File: config.mk
export PLATFORM = sky130hd
export DESIGN_NAME = msize_probe
export DESIGN_NICKNAME = d
export VERILOG_FILES = /design/src/rtl/msp_pkg.sv /design/src/rtl/msp_offset_ctr.sv /design/src/rtl/msp_port_drv.sv /design/src/rtl/msp_seq.sv /design/src/rtl/msize_probe.sv
export SDC_FILE = /design/constraint.sdc
export NUM_CORES = 1
export LEC_CHECK = 0
export CAP_MARGIN = 0
export CORE_MARGIN = 2
export CORE_UTILIZATION = 45
export DETAILED_ROUTE_END_ITERATION = 10
export PLACE_DENSITY = 0.77
export REMOVE_ABC_BUFFERS = 1
export SLEW_MARGIN = 5
export SYNTH_ARGS = -nofsm -noshare
export SYNTH_HDL_FRONTEND = slang
export SYNTH_SLANG_ARGS = --single-unit
File: constraint.sdc
create_clock -name clk -period 5.4 [get_ports clk]
set_input_delay 0.54 -clock clk [delete_from_list [all_inputs] [get_ports clk]]
set_output_delay 0.54 -clock clk [all_outputs]
set_load 0.02 [all_outputs]
File: src/rtl/msp_pkg.sv
package msp_pkg;
  typedef enum logic [3:0] {
    PH_IDLE,
    PH_SAVE_P,
    PH_SAVE_B,
    PH_MARK_P,
    PH_CLEAR_B,
    PH_TEST_B,
    PH_READ_P1,
    PH_READ_P2,
    PH_REST_P,
    PH_REST_B,
    PH_DONE
  } phase_e;
endpackage

File: src/rtl/msp_offset_ctr.sv
module msp_offset_ctr #(
  parameter int OFF_W       = 23,
  parameter int START_WORDS = 262144,
  parameter int MAX_WORDS   = 4194304
) (
  input  logic             clk,
  input  logic             rst_n,
  input  logic             load,
  input  logic             advance,
  output logic [OFF_W-1:0] offset,
  output logic             first,
  output logic             last
);
  localparam logic [OFF_W-1:0] OFF_START = OFF_W'(START_WORDS);
  localparam logic [OFF_W-1:0] OFF_LAST  = OFF_W'(MAX_WORDS / 2);

  always_ff @(posedge clk) begin
    if (!rst_n) begin
      offset <= OFF_START;
    end else if (load) begin
      offset <= OFF_START;
    end else if (advance) begin
      offset <= {offset[OFF_W-2:0], 1'b0};
    end
  end

  assign first = (offset == OFF_START);
  assign last  = (offset == OFF_LAST);
endmodule

File: src/rtl/msp_port_drv.sv
module msp_port_drv import msp_pkg::*; #(
  parameter int ADDR_W = 32,
  parameter int DATA_W = 32,
  parameter int OFF_W  = 23
) (
  input  phase_e            phase,
  input  logic [ADDR_W-1:0] base,
  input  logic [OFF_W-1:0]  offset,
  input  logic [DATA_W-1:0] keep_p,
  input  logic [DATA_W-1:0] keep_b,
  output logic              req,
  output logic              we,
  output logic [ADDR_W-1:0] addr,
  output logic [DATA_W-1:0] wdata
);
  logic [ADDR_W-1:0] probe_addr;
  assign probe_addr = base + ADDR_W'(offset);

  always_comb begin
    req   = 1'b1;
    we    = 1'b0;
    addr  = base;
    wdata = '0;
    unique case (phase)
      PH_SAVE_P, PH_READ_P1, PH_READ_P2: addr = probe_addr;
      PH_SAVE_B, PH_TEST_B:              addr = base;
      PH_MARK_P: begin
        we    = 1'b1;
        addr  = probe_addr;
        wdata = DATA_W'(offset);
      end
      PH_CLEAR_B: begin
        we    = 1'b1;
        addr  = base;
        wdata = '0;
      end
      PH_REST_P: begin
        we    = 1'b1;
        addr  = probe_addr;
        wdata = keep_p;
      end
      PH_REST_B: begin
        we    = 1'b1;
        addr  = base;
        wdata = keep_b;
      end
      default: req = 1'b0;
    endcase
  end
endmodule

File: src/rtl/msp_seq.sv
module msp_seq import msp_pkg::*; #(
  parameter int ADDR_W = 32,
  parameter int DATA_W = 32,
  parameter int OFF_W  = 23,
  parameter int SIZE_W = 25,
  parameter int BSH    = 2
) (
  input  logic              clk,
  input  logic              rst_n,
  input  logic              start,
  input  logic [ADDR_W-1:0] base_in,
  input  logic              hs,
  input  logic [DATA_W-1:0] rdata,
  input  logic [OFF_W-1:0]  offset,
  input  logic              first,
  input  logic              last,
  output phase_e            phase,
  output logic [ADDR_W-1:0] base_q,
  output logic [DATA_W-1:0] keep_p,
  output logic [DATA_W-1:0] keep_b,
  output logic              load,
  output logic              advance,
  output logic              done,
  output logic [SIZE_W-1:0] size_q
);
  localparam logic [SIZE_W-1:0] SIZE_FULL = SIZE_W'(1) << (SIZE_W - 1);

  logic              base_bad;
  logic [DATA_W-1:0] probe_val;
  logic              verdict;
  logic              mismatch;
  logic [SIZE_W-1:0] off_bytes;

  assign mismatch  = (probe_val != DATA_W'(offset));
  assign off_bytes = SIZE_W'(offset) << BSH;
  assign verdict   = (phase == PH_REST_B) && hs;
  assign load      = (phase == PH_IDLE) && start;
  assign advance   = verdict && !base_bad && !mismatch && !last;
  assign done      = (phase == PH_DONE);

  always_ff @(posedge clk) begin
    if (!rst_n) begin
      phase     <= PH_IDLE;
      base_q    <= '0;
      keep_p    <= '0;
      keep_b    <= '0;
      base_bad  <= 1'b0;
      probe_val <= '0;
      size_q    <= '0;
    end else begin
      unique case (phase)
        PH_IDLE: if (start) begin
          base_q <= base_in;
          phase  <= PH_SAVE_P;
        end
        PH_SAVE_P: if (hs) begin
          keep_p <= rdata;
          phase  <= PH_SAVE_B;
        end
        PH_SAVE_B: if (hs) begin
          keep_b <= rdata;
          phase  <= PH_MARK_P;
        end
        PH_MARK_P:  if (hs) phase <= PH_CLEAR_B;
        PH_CLEAR_B: if (hs) phase <= PH_TEST_B;
        PH_TEST_B: if (hs) begin
          base_bad <= (rdata != '0);
          phase    <= (rdata != '0) ? PH_REST_P : PH_READ_P1;
        end
        PH_READ_P1: if (hs) phase <= PH_READ_P2;
        PH_READ_P2: if (hs) begin
          probe_val <= rdata;
          phase     <= PH_REST_P;
        end
        PH_REST_P: if (hs) phase <= PH_REST_B;
        PH_REST_B: if (hs) begin
          if (base_bad) begin
            size_q <= '0;
            phase  <= PH_DONE;
          end else if (mismatch) begin
            size_q <= first ? '0 : off_bytes;
            phase  <= PH_DONE;
          end else if (last) begin
            size_q <= SIZE_FULL;
            phase  <= PH_DONE;
          end else begin
            phase <= PH_SAVE_P;
          end
        end
        PH_DONE: phase <= PH_IDLE;
        default: phase <= PH_IDLE;
      endcase
    end
  end
endmodule

File: src/rtl/msize_probe.sv
module msize_probe import msp_pkg::*; #(
  parameter int DATA_W    = 32,
  parameter int ADDR_W    = 32,
  parameter int MAX_BYTES = 16777216
) (
  input  logic                           clk,
  input  logic                           rst_n,
  input  logic                           start,
  input  logic [ADDR_W-1:0]              base_addr,
  output logic                           mem_req,
  output logic                           mem_we,
  output logic [ADDR_W-1:0]              mem_addr,
  output logic [DATA_W-1:0]              mem_wdata,
  input  logic [DATA_W-1:0]              mem_rdata,
  input  logic                           mem_ready,
  output logic                           done,
  output logic [$clog2(MAX_BYTES):0]     size_bytes
);
  localparam int WB          = DATA_W / 8;
  localparam int BSH         = $clog2(WB);
  localparam int START_WORDS = (1 << 20) / WB;
  localparam int MAX_WORDS   = MAX_BYTES / WB;
  localparam int OFF_W       = $clog2(MAX_WORDS) + 1;
  localparam int SIZE_W      = $clog2(MAX_BYTES) + 1;

  phase_e            phase;
  logic [ADDR_W-1:0] base_q;
  logic [DATA_W-1:0] keep_p, keep_b;
  logic [OFF_W-1:0]  offset;
  logic              first, last, load, advance, hs;

  assign hs = mem_req && mem_ready;

  msp_offset_ctr #(
    .OFF_W(OFF_W), .START_WORDS(START_WORDS), .MAX_WORDS(MAX_WORDS)
  ) u_ctr (
    .clk(clk), .rst_n(rst_n), .load(load), .advance(advance),
    .offset(offset), .first(first), .last(last)
  );

  msp_seq #(
    .ADDR_W(ADDR_W), .DATA_W(DATA_W), .OFF_W(OFF_W), .SIZE_W(SIZE_W), .BSH(BSH)
  ) u_seq (
    .clk(clk), .rst_n(rst_n), .start(start), .base_in(base_addr),
    .hs(hs), .rdata(mem_rdata), .offset(offset), .first(first), .last(last),
    .phase(phase), .base_q(base_q), .keep_p(keep_p), .keep_b(keep_b),
    .load(load), .advance(advance), .done(done), .size_q(size_bytes)
  );

  msp_port_drv #(
    .ADDR_W(ADDR_W), .DATA_W(DATA_W), .OFF_W(OFF_W)
  ) u_drv (
    .phase(phase), .base(base_q), .offset(offset),
    .keep_p(keep_p), .keep_b(keep_b),
    .req(mem_req), .we(mem_we), .addr(mem_addr), .wdata(mem_wdata)
  );
endmodule

==> summary.txt, run 1 <==
Min path
  • Worst hold stages: 2
  • Hold path start: u_seq.size_q[21]
  • Worst Hold End: u_seq.size_q[21]
  • Worst hold path type: register to register

Global route
  • GRT overflow: 0
  • Vias in the first global route: 5649
  • Tot GR Track Use: 0.210
  • First-pass GRT wire length: 28.1 mm
  • Largest net degree at the start of global routing: 80
  • Initial antenna violation count: 0

Clock network
  • CTS tree: done
  • Worst-path clk slew: 0.06 ns
  • Post-CTS Setup Inserts: 0
  • CTS root buf: clkbuf_16
  • Cts-stage hold buffer count: 0
  • H-tree depth: 4
  • CTS sink cnt: 143
  • CTS Buf Count: 17
  • CTS Buffer Depth: 2
  • Post-CTS Resized: 0
  • Worst skew pair latency: 0.42 ns

Die
  • Die height: 129 um
  • Ports: 160
  • Initial Util: 0.459
  • Core area: 0.0152 mm^2
  • Row Count: 45
  • Die area: 0.0165 mm^2
  • Die W: 129 um

Critical path
  • Crit Path Class: register to output pin
  • Worst setup SP type: register
  • FF-to-FF Start: u_seq.phase[0]
  • CP endpoint kind: output pin
  • Cell Chain, Critical Path: buf_4 -> nor2b_1 -> and2_1 -> nand2_1 -> o21ai_0 -> clkdlybuf4s50_1
  • Worst-path fanout max: 26
  • Slowest-stage cell, CP: dfxtp_2
  • Worst reg2reg path endpoint: u_seq.keep_p[26]
  • R2R setup slack: 2.76 ns
  • Critical Path RT: 4.86 ns
  • Worst path max stage delay: 0.71 ns
  • Crit path DAT: 3.18 ns
  • Reg2reg path depth: 7

Power
  • Leakage: 3.11 nW
  • Maximum vdd drop: 218 uV
  • Pwr dens: 313 mW/mm^2

Route
  • DRC violations left: 0
  • Via count: 6006
  • Pre-antenna DRT Iters: 4
  • Initial DRC Count: 391
  • DR WL/cell: 14.6 um
  • Final ANT Viol Nets: 0
  • Via density: 5.15
  • Post-Route WL: 17.1 mm

Finish
  • Layout Nets: 1040
  • Layout area overhead: 27.0%
  • Ant diodes: 0
  • Fillers: 1397
  • Core Util, Final: 0.583
  • FF+latch area: 0.00286 mm^2
  • Area occupied by multi-input gates: 0.00367 mm^2
  • Proportion of layout cells with a drive suffix above 1: 0.0623

Yosys
  • Sequential-to-total area share from yosys stat: 0.410
  • Count of mapped cells out of synthesis: 872
  • Synth Cell Area: 0.00698 mm^2
  • Area contributors post-synth: dfxtp_1, nand2_1, a21boi_0
  • Netlist cell types: 54
  • Async S/R FF share, synth: 0
  • Main flop type after synthesis: dfxtp_1
  • Commonest cells in the netlist: nand2_1, dfxtp_1, a21boi_0, clkbuf_1, nor2_1
  • Top-count cell post-synth: nand2_1
  • Mean Syn Cell Area: 8.01 um^2
  • Ys Warns: 0
  • EDFF count, synth: 0
  • Leading area contributor after synthesis: dfxtp_1
  • Number of synthesized register bits: 143
  • Yosys top cell area share: 0.410

Flow run
  • Max Cap Viol: 0

STA
  • Worst-Margin Slew: 0.716 ns
  • Slew Limit Fails: 0
  • RSZ-0062 raised after global routing: false
  • Final setup fails: 0
  • Clock skew: 0.00783 ns
  • Minimum clock period: 3.72 ns
  • Max-slew headroom: 0.523
  • Final Cycle Share: 0.689
  • Final Hold Viols: 0
  • Total negative slack: 0 ns
  • Max Fclk: 0.269 GHz

Placement
  • Post-detail-place hpwl: 11.3 mm
  • Input/output buffers: 139
  • RePlAce Congestion: 0.802

Run status
  • Outcome: completed
worst max-delay path, delay by kind of cell, from the launching register on:
family	cells	cell delay, ns
AO/OA/AOI/OAI	1	0.14
buffers and inverters	2	1.19
flip-flops	1	0.71
AND/OR/NAND/NOR	3	0.70
report_power, final:
part	internal, W	switching (W)	total, W
sequential	0.00111	0.0000477	0.00115
clock	0.000713	0.000467	0.00118
combinational	0.000196	0.000247	0.000443
final cells by class:
cell class,count,share of cell area
flip-flops and latches,143,0.323
repair buffers,150,0.166
multi-input cells,648,0.414
clock buffers,19,0.0511
well taps,188,0.0265
clock inverters,13,0.0169
inverters,6,0.00254
how the worst max path moves through the flow:
stage / start / end / slack, ns
after floorplan: u_seq.phase[0] / mem_addr[31] / 1.81
after detailed placement: u_seq.phase[0] / mem_wdata[22] / 2.06
after CTS: u_seq.phase[0] / mem_wdata[22] / 1.60
after global placement: u_seq.phase[0] / mem_wdata[22] / 2.11
final: u_seq.phase[0] / mem_wdata[22] / 1.68
after global routing: u_seq.phase[3] / mem_addr[28] / 1.51
flip-flops by register name (all words and copies together) (netlist names):
name,cells
u_ctr.offset,5
u_seq.base_bad,1
u_seq.base_q,32
u_seq.keep_b,32
u_seq.keep_p,32
u_seq.phase,4
u_seq.probe_val,32
u_seq.size_q,5
metrics by stage:
| stage | power (W) | cells | hold WS, ns | setup WS (ns) | cell area, um^2 |
|---|---|---|---|---|---|
| after floorplan | 0.00141 | 797 | 0.435 | 1.81 | 6540 |
| after global placement | 0.00162 | 1135 | 0.441 | 2.11 | 8260 |
| after detailed placement | 0.00162 | 1135 | 0.446 | 2.06 | 8260 |
| after CTS | 0.00280 | 1167 | 0.453 | 1.60 | 8860 |
| after global routing | 0.00289 | 1167 | 0.471 | 1.51 | 8860 |
| final | 0.00278 | 1167 | 0.453 | 1.68 | 8860 |
cells in the final DEF (no fill, tap or decap), drive strengths merged, types with 6 or more instances in the layout:
cell type and instances:
nand2 288, dfxtp 143, clkdlybuf4s50 138, a21boi 129
nor2 39, mux2i 36, conb 20, clkbuf 19
nor4 16, buf 12, o21ai 12, inv 11
xor2 10, a21oi 10, nor3 8, nand3 7
xnor2 6, nand4 6
layer usage:
metal / share of wire / vias up / global-route usage
met5: 0 / - / 0
met4: 0.013 / 0 / 0.0703
met3: 0.046 / 22 / 0.0462
met2: 0.48 / 131 / 0.343
met1: 0.46 / 2815 / 0.276
li1: - / 3038 / -
logic make-up (layout without fill, tap and decap cells):
family,count (synthesis),count (layout),share of synthesized area
compound gates,175,175,0.183
xor+xnor,16,16,0.0201
fa+ha+maj,6,6,0.0118
buf+inv,100,188,0.0763
flops,143,143,0.410
mux,39,39,0.0565
other cells,1,20,0.000537
simple gates,392,392,0.242
No activity file was read; power rests on OpenSTA's default activity.
==> inputs of run 2 (changes only) <==
--- a/config.mk
+++ b/config.mk
@@ -9,7 +9,7 @@
 export CORE_MARGIN = 2
 export CORE_UTILIZATION = 45
 export DETAILED_ROUTE_END_ITERATION = 10
-export PLACE_DENSITY = 0.77
+export PLACE_DENSITY = 0.8
 export REMOVE_ABC_BUFFERS = 1
 export SLEW_MARGIN = 5
 export SYNTH_ARGS = -nofsm -noshare
==> constraint.sdc (replaced) <==
create_clock -name clk -period 3.1 [get_ports clk]
set_input_delay 0.31 -clock clk [delete_from_list [all_inputs] [get_ports clk]]
set_output_delay 0.31 -clock clk [all_outputs]
set_load 0.02 [all_outputs]
==> run 2 against run 1 <==
  * First-iteration DRC count decreased by 1.5%
  * Count of clock-buffer cells in the layout increased by 1
  * Critical path depth unchanged
  * Wire length increased by 0.46%
  * Sequential share of layout area decreased by 0.072 points
  * Cell area increased by 0.31%
  * Clock skew decreased by 0.0016 ns
  * Largest power group is now registers
  * Highest routed layer unchanged
==> summary.txt, run 2 (synthesis gave the netlist of run 1 again) <==
Run status
  • Outcome: completed

Critical path
  • WP buf/inv: 1
  • Crit Path Class: register to output pin
  • Worst setup SP type: register
  • CP endpoint kind: output pin
  • Worst-path fanout max: 7
  • CP top delay family: simple AND/OR/NAND/NOR gates
  • Crit path DAT: 2.62 ns
  • Worst path max stage delay: 0.62 ns
  • Cell Chain, Critical Path: or4b_4 -> o21ai_2 -> nand3_4 -> nor3_1 -> xor2_1 -> clkdlybuf4s50_1
  • Critical Path RT: 2.79 ns
  • Slowest-stage cell, CP: clkdlybuf4s50_1

STA
  • Max-slew headroom: 0.632
  • Worst-Margin Slew: 0.551 ns
  • Final Cycle Share: 0.944
  • Final Hold Viols: 0
  • Minimum clock period: 2.93 ns
  • Clock skew: 0.00619 ns
  • RSZ-0062 raised after global routing: false
  • Max Fclk: 0.342 GHz
  • Final setup fails: 0
  • Total negative slack: 0 ns
  • Slew Limit Fails: 0
  • Final worst slack: 0.174 ns

Power
  • Leakage: 3.20 nW
  • Pwr Total: 0.00476 W
  • Maximum vdd drop: 370 uV
  • Pwr dens: 536 mW/mm^2

Finish
  • Most frequent cells in the layout: nand2_1, dfxtp_1, clkdlybuf4s50_1, a21boi_0, nor2_1
  • Layout Nets: 1047
  • Core Util, Final: 0.585
  • Final Instance Count excl. Fillers: 1173
  • Proportion of layout cells with a drive suffix above 1: 0.0751
  • Ant diodes: 0
  • Layout area overhead: 27.3%
  • Commonest non-fill, non-tap cell in the layout: nand2_1

Global route
  • Vias in the first global route: 5630
  • Initial antenna violation count: 0
  • Largest net degree at the start of global routing: 58
  • GRT overflow: 0
  • First-pass GRT wire length: 28.0 mm
  • Tot GR Track Use: 0.210

Die
  • Die height: 129 um
  • Initial Util: 0.459
  • Core area: 0.0152 mm^2
  • Die W: 129 um
  • Die area: 0.0165 mm^2
  • Row Count: 45
  • Ports: 160

Flow run
  • Max Cap Viol: 0

Placement
  • Setup slack at placement: 0.226 ns
  • Input/output buffers: 139
  • Dpl cells: 1142
  • Post-detail-place hpwl: 11.6 mm
  • RePlAce Congestion: 0.830

Clock network
  • CTS tree: done
  • H-tree depth: 4
  • CTS sink cnt: 143
  • Worst-path clk slew: 0.06 ns
  • CTS Buffer Depth: 2
  • CTS root buf: clkbuf_16
  • Worst skew pair latency: 0.41 ns
  • CTS Buf Count: 17
  • Post-CTS Setup Inserts: 0

Route
  • Final ANT Viol Nets: 0
  • Post-Route WL: 17.2 mm
  • Pre-antenna DRT Iters: 5
  • Initial DRC Count: 385
  • Via density: 5.11
  • DR WL/cell: 14.6 um
  • Via count: 5995
  • DRC violations left: 0

Min path
  • Worst hold path type: input port to register
==> run 2: cell types whose count changed in the layout (fill, tap and decap cells not counted), sizes merged <==
cell and delta:
buf +7, clkbuf +4, clkdlybuf4s50 -7, clkinv +2, clkinvlp +1, dlygate4sd2 +1
dlymetal6s2s +3, inv -5
==> run 2: final cells by class <==
class	count	area, um^2
tap	188	235
fill	1370	6310
inverter	6	22.5
clock inverter	11	116
clock buffer	20	457
timing repair buffer	157	1520
sequential	143	2870
multi-input combinational	648	3680
==> run 2: tightest hold or removal path, delay by kind of cell <==
family	cells	cell delay [ns]
AO/OA/AOI/OAI	1	0.05
buffers and inverters	1	0.22
AND/OR/NAND/NOR	1	0.11
==> run 2: final timing paths <==
kind / from / endpoint / slack [ns] / depth (start not counted)
worst max register to register: u_seq.phase[0] / u_seq.size_q[20] / 0.88 / 6
worst max-delay path: u_seq.phase[2] / mem_addr[27] / 0.17 / 6
worst min register to register: u_seq.keep_b[23] / u_seq.keep_b[23] / 0.45 / 2
worst min-delay path: rst_n / u_seq.size_q[23] / 0.33 / 3
==> run 2: per-stage QoR <==
stage | hold WS, ns | instance area [um^2]
after global placement | 0.439 | 8310
after floorplan | 0.435 | 6540
after CTS | 0.316 | 8880
after global routing | 0.338 | 8890
final | 0.328 | 8890
after detailed placement | 0.445 | 8310
==> run 2: per-layer routing <==
layer	GRT usage	wire (um)
met4	0.0844	387
met1	0.270	7660
met3	0.0403	763
met2	0.350	8350
met5	0	0
==> run 2: timing repair <==
item                       in CTS  in global routing
cloned                          0                  0
hold buffers                    0                  0
setup endpoints to repair       8                 27
resized for setup               5                 14
==> run 2: report_power, final <==
| part | leakage (nW) | switching, W | total, W | internal [W] |
|---|---|---|---|---|
| registers | 1.16 | 0.0000534 | 0.00198 | 0.00193 |
| clock network | 0.277 | 0.000757 | 0.00197 | 0.00121 |
| logic | 1.76 | 0.000465 | 0.000811 | 0.000346 |
==> inputs of run 3 (changes only) <==
--- a/config.mk
+++ b/config.mk
@@ -9,7 +9,7 @@
 export CORE_MARGIN = 2
 export CORE_UTILIZATION = 45
 export DETAILED_ROUTE_END_ITERATION = 10
-export PLACE_DENSITY = 0.8
+export PLACE_DENSITY_LB_ADDON = 0.08
 export REMOVE_ABC_BUFFERS = 1
 export SLEW_MARGIN = 5
 export SYNTH_ARGS = -nofsm -noshare
==> run 3 against run 2 <==
  * Count of clock-buffer cells in the layout increased by 5
  * Critical path depth is 1 higher
  * Global-route usage grew 0.55 points
  * Non-clock buffer count grew 4
  * Cell area is 0.93% higher
  * Utilization rose by 0.54 points
  * Power rose by 3.5%
  * Hold slack gained 0.10 ns
  * Worst setup slack lost 0.037 ns
  * Via count down 0.50%
  * Flip-flop and latch count did not move
  * Largest cell class unchanged
  * Largest power group is now clock
==> summary.txt, run 3 (synthesis gave the netlist of run 1 again) <==
Finish
  • Proportion of layout cells with a drive suffix above 1: 0.0729
  • Most frequent cells in the layout: nand2_1, dfxtp_1, clkdlybuf4s50_1, a21boi_0, nor2_1
  • Fillers: 1401
  • Layout area overhead: 28.5%
  • Commonest non-fill, non-tap cell in the layout: nand2_1
  • Layout Nets: 1051
  • Final Instance Count excl. Fillers: 1176
  • Ant diodes: 0

STA
  • Slew Limit Fails: 0
  • Fin Hold WS: 0.430 ns
  • Max Fclk: 0.338 GHz
  • Minimum clock period: 2.96 ns
  • RSZ-0062 raised after global routing: false
  • Max-slew headroom: 0.538
  • Final Hold Viols: 0
  • Final setup fails: 0
  • Total negative slack: 0 ns
  • Final Cycle Share: 0.956
  • Worst-Margin Slew: 0.693 ns
  • Clock skew: 0.0101 ns

Die
  • Ports: 160
  • Core area: 0.0152 mm^2
  • Die height: 129 um
  • Die W: 129 um
  • Row Count: 45
  • Initial Util: 0.459
  • Die area: 0.0165 mm^2

Route
  • Via count: 5965
  • Pre-antenna DRT Iters: 4
  • Initial DRC Count: 349
  • Post-Route WL: 17.2 mm
  • Via density: 5.07
  • Final ANT Viol Nets: 0
  • DRC violations left: 0
  • DR WL/cell: 14.6 um

Clock network
  • CTS tree: done
  • CTS Buffer Depth: 2
  • Post-CTS Setup Inserts: 0
  • H-tree depth: 4
  • CTS Buf Count: 17
  • CTS sink cnt: 143
  • Worst skew pair latency: 0.42 ns
  • Worst-path clk slew: 0.06 ns
  • Cts-stage hold buffer count: 0
  • CTS root buf: clkbuf_16

Critical path
  • R2R setup slack: 0.90 ns
  • Worst setup SP type: register
  • Worst Setup SP: u_seq.base_q[19]
  • Critical Path RT: 2.79 ns
  • Crit path DAT: 2.65 ns
  • Crit Path Class: register to output pin
  • Worst-path fanout max: 4
  • Worst reg2reg path endpoint: u_ctr.offset[21]
  • CP endpoint kind: output pin
  • Worst setup path end: mem_addr[27]
  • Reg2reg path depth: 5
  • FF-to-FF Start: u_seq.probe_val[2]

Global route
  • Vias in the first global route: 5715
  • GRT overflow: 0
  • Gr busiest metal: met2
  • GR Util met1: 0.293
  • First-pass GRT wire length: 28.7 mm
  • Initial antenna violation count: 0
  • Tot GR Track Use: 0.216
  • Largest net degree at the start of global routing: 83
  • Met3 Resource Use GR: 0.0524
  • Met2 usage: 0.343

Placement
  • RePlAce Congestion: 0.837
  • Dpl cells: 1146
  • Post-detail-place hpwl: 11.5 mm
  • Input/output buffers: 139

Flow run
  • Max Cap Viol: 0

Power
  • Maximum vdd drop: 351 uV
  • Leakage: 3.25 nW
  • Pwr dens: 549 mW/mm^2
  • Pwr Total: 0.00493 W

Run status
  • Outcome: completed

Min path
  • Worst hold path type: input port to register
-- run 3: cell types whose count changed in the layout (fill, tap and decap cells not counted), sizes merged --
cell / delta
buf: +4
clkinv: -4
clkbuf: +3
clkinvlp: -3
bufinv: +1
clkdlybuf4s15: +1
dlygate4sd2: +1
-- run 3: per-stage QoR --
step                cell area, um^2  worst slack [ns]  utilization
finish                         8970             0.137        0.590
global route                   8970           0.00573        0.590
CTS                            8960            0.0239        0.590
detailed placement             8340             0.308        0.549
global placement               8340             0.329        0.549
floorplan                      6540            -0.275            -
-- run 3: timing repair --
item | in CTS | in global routing
gates resized for setup | 4 | 8
pin swaps | 0 | 0
setup endpoints to repair | 4 | 7
-- run 3: area by class of cell --
cell class                      count  area, um^2  share of cell area
Multi-Input combinational cell    648        3670               0.409
Sequential cell                   143        2870               0.319
Timing Repair Buffer              161        1550               0.173
Clock buffer                       25         526              0.0586
Tap cell                          188         235              0.0262
Clock inverter                      5         100              0.0112
Inverter                            6        22.5             0.00251
-- run 3: worst min path at each step --
stage	startpoint	to	slack, ns	cells past startpoint
2_1_floorplan	u_seq.keep_b[10]	u_seq.keep_b[10]	0.43	2
3_3_place_gp	u_seq.keep_b[23]	u_seq.keep_b[23]	0.44	2
3_5_place_dp	u_seq.keep_b[7]	u_seq.keep_b[7]	0.45	2
4_1_cts	rst_n	u_seq.size_q[23]	0.42	3
5_1_grt	rst_n	u_seq.keep_b[28]	0.45	2
6_report	rst_n	u_seq.size_q[22]	0.43	3
-- run 3: layer usage --
layer / routed length, um / vias up
met1: 8200 / 2750
li1: - / 3059
met5: 0 / -
met4: 253 / 0
met2: 7890 / 131
met3: 867 / 25
-- run 3: critical path: stages (launching register included) --
cell and delay [ns]:
dfxtp_1 0.38, ha_1 0.26, a211oi_1 0.34, o21bai_1 0.15
a21oi_2 0.25, nor3_1 0.09, xor2_1 0.14, clkdlybuf4s50_1 0.62
-- run 3: power by group --
| group | internal (W) | switching [W] |
|---|---|---|
| clock | 0.00141 | 0.000735 |
| sequential | 0.00193 | 0.0000529 |
| combinational | 0.000348 | 0.000460 |
| total | 0.00368 | 0.00125 |
